`src/rtl/dma_reqgen.sv`:
```
module dma_reqgen #(
  parameter int WIN_LEN = 1024
) (
  input  logic       clk,
  input  logic       rst_n,
  input  logic       start_i,
  input  logic [1:0] mode_i,
  input  logic [1:0] bw_sel_i,
  input  logic       ext_req_n,
  input  logic       ack_i,
  input  logic       cmpl_i,
  output logic       req_o,
  output logic       rel_o
);
  localparam int CW     = $clog2(WIN_LEN);
  localparam int EIGHTH = WIN_LEN / 8;

  localparam logic [1:0] M_CONT  = 2'b00;
  localparam logic [1:0] M_BUDG  = 2'b01;
  localparam logic [1:0] M_LEVEL = 2'b10;
  localparam logic [1:0] M_EDGE  = 2'b11;

  logic [CW-1:0] wcnt_q;
  logic [CW:0]   used_q;
  logic [CW:0]   lim;
  logic          xfer_q;
  logic          prev_n_q;
  logic          pend_q;
  logic          busy, wrap, fall, budget_ok;

  assign busy      = ack_i | xfer_q;
  assign wrap      = wcnt_q == CW'(WIN_LEN - 1);
  assign fall      = prev_n_q & ~ext_req_n;
  assign budget_ok = used_q < lim;

  always_comb begin
    case (bw_sel_i)
      2'b00:   lim = (CW+1)'(EIGHTH);
      2'b01:   lim = (CW+1)'(2 * EIGHTH);
      2'b10:   lim = (CW+1)'(4 * EIGHTH);
      default: lim = (CW+1)'(6 * EIGHTH);
    endcase
  end

  always_comb begin
    case (mode_i)
      M_CONT:  req_o = start_i;
      M_BUDG:  req_o = start_i & budget_ok;
      M_LEVEL: req_o = start_i & ~ext_req_n;
      default: req_o = start_i & pend_q;
    endcase
  end

  assign rel_o = cmpl_i & ~req_o;

  always_ff @(posedge clk) begin
    if (!rst_n) begin
      wcnt_q   <= '0;
      used_q   <= '0;
      xfer_q   <= 1'b0;
      prev_n_q <= 1'b1;
      pend_q   <= 1'b0;
    end else begin
      wcnt_q   <= wrap ? '0 : wcnt_q + 1'b1;
      used_q   <= wrap ? '0 : used_q + (CW+1)'(busy);
      xfer_q   <= (xfer_q | ack_i) & ~cmpl_i;
      prev_n_q <= ext_req_n;
      if (!start_i || mode_i != M_EDGE || ack_i)
        pend_q <= 1'b0;
      else if (fall)
        pend_q <= 1'b1;
    end
  end
endmodule


```
`config.mk`:
```
export PLATFORM = sky130hd
export DESIGN_NAME = dma_reqgen
export DESIGN_NICKNAME = d
export VERILOG_FILES = /design/src/rtl/dma_reqgen.sv
export SDC_FILE = /design/constraint.sdc
export NUM_CORES = 1
export LEC_CHECK = 0
export ABC_AREA = 1
export BUFFER_PORTS_ARGS = -buffer_cell sky130_fd_sc_hd__buf_2
export CAP_MARGIN = 20
export CORE_ASPECT_RATIO = 0.7
export CORE_MARGIN = 5
export CORE_UTILIZATION = 50
export CTS_CLUSTER_SIZE = 16
export DETAILED_ROUTE_END_ITERATION = 6
export PLACE_DENSITY_LB_ADDON = 0.08
export SLEW_MARGIN = 20
export SYNTH_ARGS = -nofsm -noshare
export SYNTH_HDL_FRONTEND = slang
export SYNTH_SLANG_ARGS = --single-unit
export TNS_END_PERCENT = 5
```
`constraint.sdc`:
```
create_clock -name clk -period 2.3 [get_ports clk]
set_input_delay 0.115 -clock clk [delete_from_list [all_inputs] [get_ports clk]]
set_output_delay 0.115 -clock clk [all_outputs]
set_load 0.03 [all_outputs]
```
==> results of run 1 <==
## logic make-up after synthesis
group	after synthesis
buffers and inverters	24
AND/OR/NAND/NOR	66
flip-flops	24
XOR/XNOR	8
adder cells (fa/ha/maj)	9
AO/OA/AOI/OAI	12
## registers in the layout, summed over array words and instances (netlist names)
name	count
used_q	11
wcnt_q	10
pend_q	1
prev_n_q	1
xfer_q	1
## Yosys cell counts
master and count:
nor4_1 1, xnor2_1 4, nor3b_1 3, ha_1 9
xor2_1 4, a21oi_1 8, nand3_1 7, buf_6 1
o21bai_1 1, nand4_1 2, nand2_1 23, nor3_2 2
dfxtp_1 24, nor3_1 2, nor2_1 23, inv_1 23
nand3_2 2, a21boi_0 1, o21ai_4 1, o21ai_0 1
or2_2 1
## timing repair
action / CTS / global route
resized for setup: 0 / 0
buffers inserted: 0 / 0
endpoints found under the hold margin: 3 / 0
hold buffers: 3 / 0
## routing by layer
layer	part of all wire [%]	global-route usage (%)	vias to the layer above
met2	49	24.1	13
met3	4.6	5.45	4
met4	1.3	5.05	0
met5	0	0	-
li1	-	-	484
met1	45	14.3	420
## cell type report
cell class / instances / area [um2] / area share (%)
multi-input combinational: 95 / 564 / 42.9
sequential: 24 / 480 / 36.5
timing repair buffer: 15 / 92.6 / 7.03
inverter: 23 / 86.3 / 6.56
tap: 32 / 40.0 / 3.04
clock inverter: 1 / 30.0 / 2.28
clock buffer: 3 / 22.5 / 1.71
## metrics by stage
| stage | total power, mW | hold slack (ns) | instances |
|---|---|---|---|
| 2_1_floorplan | 0.487 | 0.184 | 143 |
| 3_3_place_gp | 0.506 | 0.306 | 186 |
| 3_5_place_dp | 0.509 | 0.305 | 186 |
| 4_1_cts | 0.817 | 0.00352 | 193 |
| 5_1_grt | 0.848 | 0.00535 | 193 |
| 6_report | 0.801 | 0.0183 | 193 |
## critical path: stages
cell and delay, ns:
dlygate4sd3_1 0.52, buf_2 0.11, nor2_1 0.05, inv_1 0.05, ha_1 0.15, ha_1 0.18, nand3_1 0.10, nor2_1 0.17
nand3_1 0.11, nor2_1 0.18, nand2_1 0.09, o21bai_1 0.13, inv_1 0.05, nor2_1 0.07
## report_power, final
group          leakage (nW)  internal, mW  switching (mW)  total (mW)
clock                0.0279         0.176           0.121       0.298
sequential            0.195         0.427         0.00694       0.434
combinational         0.334        0.0300          0.0394      0.0694
total                 0.557         0.633           0.168       0.801
## worst paths after layout
kind                            startpoint         end  slack, ns  depth (start not counted)
worst min-delay path                 rst_n    prev_n_q       0.02                          2
worst max register to register   wcnt_q[0]   wcnt_q[2]       0.53                          7
worst min register to register   wcnt_q[0]   wcnt_q[0]       0.48                          1
worst max-delay path                 ack_i  used_q[10]       0.47                         14
==> metrics, run 1 <==
run status completed; fin crit period 1.83 ns; die area around 3400 um2; relative slew slack around 75%; post-synthesis simple-gate area fraction 26.7%; I/O pin total 12; Data arrival, critical path 2.09 ns; Worst setup SP type input port; vias in the first global route 873; Cell Rows 14; n_diodes 0; CTS root buffer clkbuf_4; initial antenna violation count 0; sequential share of the synthesized area 42.1%; top cells by area, synth dfxtp_1 42%, ha_1 9.9%, inv_1 7.6%; Detail Route Antenna Nets 0; Die Width 67.1 um; H-tree level count 1; clk slew on worst S/H paths around 0.12 ns; syn_nets 162; drt first pass iters 4; worst setup path class input port to flop; Core ar. 2170 um2; Die Span Y 50.0 um; RSZ-0062 raised after global routing false; nature of the critical path endpoint flop; setup_tns 0 ns; clock tree from TritonCTS built; PortBufs 11; most frequent cells in the layout 24 x dfxtp_1, 23 x inv_1, 23 x nor2_1, 23 x nand2_1, 11 x buf_2; RD Place Congestion 0.744; FILL cells 217; most common cell after layout, fill and taps aside dfxtp_1; Slew @ Worst Pin 0.378 ns; peak supply drop 0.328 mV; Synth Warn # 0; DP Wirelength 1.49 mm; syn avg cell area 7.99 um2; routed len/inst 9.87 um; Longest Clk Path Bufs 2; cell area after layout 1320 um2; Max Fclk approximately 550 MHz; Layout area overhead 15.2%; share of post-route cells with drive strength above 1 a little over an eighth; Vias/cell 4.77; Initial Utilization 52.6%; library cells used by synthesis 21; GR Overflow Total 0; Static Leak 0.557 nW; final setup fails 0; final worst-path setup slack 0.469 ns; Clk Latency, worst-skew pair 0.32 ns; # clock sinks 24; Cell Pwr Density slightly above 600 nW/um2; fin util 60.6%; clk_skew 0.00878 ns; critical path peak fanout 3; drt initial violations 54; synthesized cell area between 1000 and 1500 um2; #FFs+latches synth 24; Adder-Cell Fraction of Synth Area under 10%; residual DRC count 0; largest net degree at the start of global routing 15; Synth area leader dfxtp_1; multiplexer area fraction after synthesis 0%; Max-Cap Viols 0; HP Class input port to flop; Max Slew Vio Count 0; share of the synthesized area in the top cell type between 40% and 50%; Post-Synthesis Cells around 140; Post-Place Setup Slack 0.530 ns; Tcrit/Tclk final 79.6%; XOR/XNOR Fraction of Synth Area 6.13%; WL final 1.91 mm; CP required between 2 and 3 ns; Layout Nets 181; Final Hold Fails 0; Synth Area in Compound Gates under 10%; first-pass GRT wire length roughly 3.4 mm; Placed Area 1230 um2; CTS Buf Count 3; largest family of logic cells by synthesized area simple AND/OR/NAND/NOR gates; DR vias 921; GR Util All Layers 13.6%
Power figures use the tool's default switching activity.
==> run 2: changes to the inputs <==
==> constraint.sdc (replaced) <==
create_clock -name clk -period 1.6 [get_ports clk]
set_input_delay 0.08 -clock clk [delete_from_list [all_inputs] [get_ports clk]]
set_output_delay 0.08 -clock clk [all_outputs]
set_load 0.03 [all_outputs]
==> metrics, run 2 (synthesized netlist as in run 1, its figures left out) <==
Die Width 67.1 um; cell area after layout between 1000 and 1500 um2; Layout Nets 188; HP Start start_i; Clk Latency, worst-skew pair 0.30 ns; failing checks negative setup slack; residual DRC count 0; Vias/cell between 4 and 5; Largest Register used_q; largest net degree at the start of global routing 13; Post-Place Setup Slack -0.0518 ns; relative slew slack 85.2%; peak supply drop 0.446 mV; n_diodes 0; worst path bufs/invs 1; Crit-path slowest cell dfxtp_4; wl on met1 949 um; most used cell, CP nand2_1; Layout area overhead 27.2%; Placed Area 1270 um2; routed len/inst 11.1 um; CP required 1.52 ns; most frequent cells in the layout 23 x inv_1, 23 x nand2_1, 20 x nor2_1; run status finished with violations; WL met2 1.14 mm; DR vias 929; critical path peak fanout 2; worst setup path class flop to primary output; Max-Cap Viols 0; Core ar. 2170 um2; CTS Buf Count 3; Data arrival, critical path 1.59 ns; Cell Rows 14; RD Place Congestion 0.747; R2R setup slack 0.03 ns; PortBufs 11; drt first pass iters 4; clock tree from TritonCTS built; crit-path max cell delay 0.38 ns; # clock sinks 24; fin crit period ~1.7 ns; Longest Clk Path Bufs 2; share of post-route cells with drive strength above 1 25.7%; CTS root buffer clkbuf_4; Hold EP pend_q; WL final around 2.2 mm; first-pass GRT wire length 3.59 mm; clk_skew 0.00536 ns; GR Overflow Total 0; Power Total 1.01 mW; die area 3360 um2; worst r2r src xfer_q; initial antenna violation count 0; RSZ-0062 raised after global routing true; top flop regs used_q x11, wcnt_q x10; Placed Cells 191; CP cell instances ha_4, nand2_1, nand2_1, nand2_1, nand2_1, nand2_1, nand2_1, nand2_1, a21oi_2, buf_6; Die Span Y 50.0 um; Slew @ Worst Pin 0.220 ns; final setup fails 2; met3 wire len 104 um; DP Wirelength 1.57 mm; Tcrit/Tclk final 104%; highest metal used met4; Initial Utilization 52.6%; I/O pin total 12; Non-Filler Instances 199; clk slew on worst S/H paths 0.12 ns; cell family with most CP delay flip-flops; Cell Pwr Density 695 nW/um2; nature of the critical path endpoint primary output; WHS Path Cells 3; Reg2Reg Depth 12; Max Slew Vio Count 0; GR Util All Layers 14.1%; Worst setup SP type flop; final worst-path setup slack -0.0709 ns; HP Class input port to flop; Largest register FFs 11; vias in the first global route between 800 and 900; drt initial violations 11; H-tree level count 1; Static Leak about 0.6 nW; Final Hold Fails 0; hold_ws 0.0313 ns; worst flop-to-flop path endpoint used_q[10]; Detail Route Antenna Nets 0; Max Fclk 598 MHz
==> run 2: cell count changes in the layout (fill, tap and decap cells not counted), moves of 3 or more <==
| cell | previous run | this run |
|---|---|---|
| buf_4 | 1 | 7 |
| dfxtp_1 | 24 | 19 |
| dfxtp_2 | 0 | 4 |
| ha_1 | 9 | 5 |
| ha_4 | 0 | 3 |
| nor2_1 | 23 | 20 |
==> run 2: how the worst max path moves through the flow <==
stage | startpoint | end | slack (ns) | cells after the start
final | used_q[8] | rel_o | -0.07 | 10
after global routing | used_q[8] | rel_o | -0.17 | 10
after CTS | used_q[8] | rel_o | -0.07 | 10
after detailed placement | xfer_q | used_q[10] | -0.05 | 12
after global placement | xfer_q | used_q[10] | 0.04 | 12
after floorplan | xfer_q | used_q[10] | 0.08 | 12
==> run 2: layer usage <==
metal  GRT usage [%]  vias to the layer above
li1                -                      497
met1            16.6                      415
met2            24.0                       15
met3            4.77                        2
met4            4.04                        0
met5               0                        -
==> run 2: metrics by stage <==
stage | util [%] | TNS [ns]
2_1_floorplan | - | 0
6_report | 66.9 | -0.0723
5_1_grt | 66.9 | -0.429
3_3_place_gp | 58.5 | 0
3_5_place_dp | 58.5 | -0.0522
4_1_cts | 63.2 | -0.118
==> run 2: area by class of cell <==
| type | instances | area (um2) |
|---|---|---|
| fillers | 200 | 719 |
| well taps | 32 | 40.0 |
| repair buffers | 22 | 160 |
| clock buffers | 3 | 22.5 |
| multi-input cells | 95 | 654 |
| flip-flops and latches | 24 | 489 |
| inverters | 23 | 86.3 |
==> run 2: power by group <==
part / internal (mW) / total, mW / switching (mW)
clock network: 0.0878 / 0.251 / 0.163
logic: 0.0653 / 0.132 / 0.0668
registers: 0.613 / 0.626 / 0.0132
==> run 2: repair_timing <==
action,in CTS,in global routing
buffers inserted,1,0
pin swaps,0,4
hold buffers,4,0
hold endpoints to repair,3,0
resized for setup,9,18
setup endpoints to repair,4,22
==> run 2: tightest hold or removal path, cell delays in order <==
cell and delay, ns:
buf_2 0.11, nand2_1 0.07, nor4_1 0.04
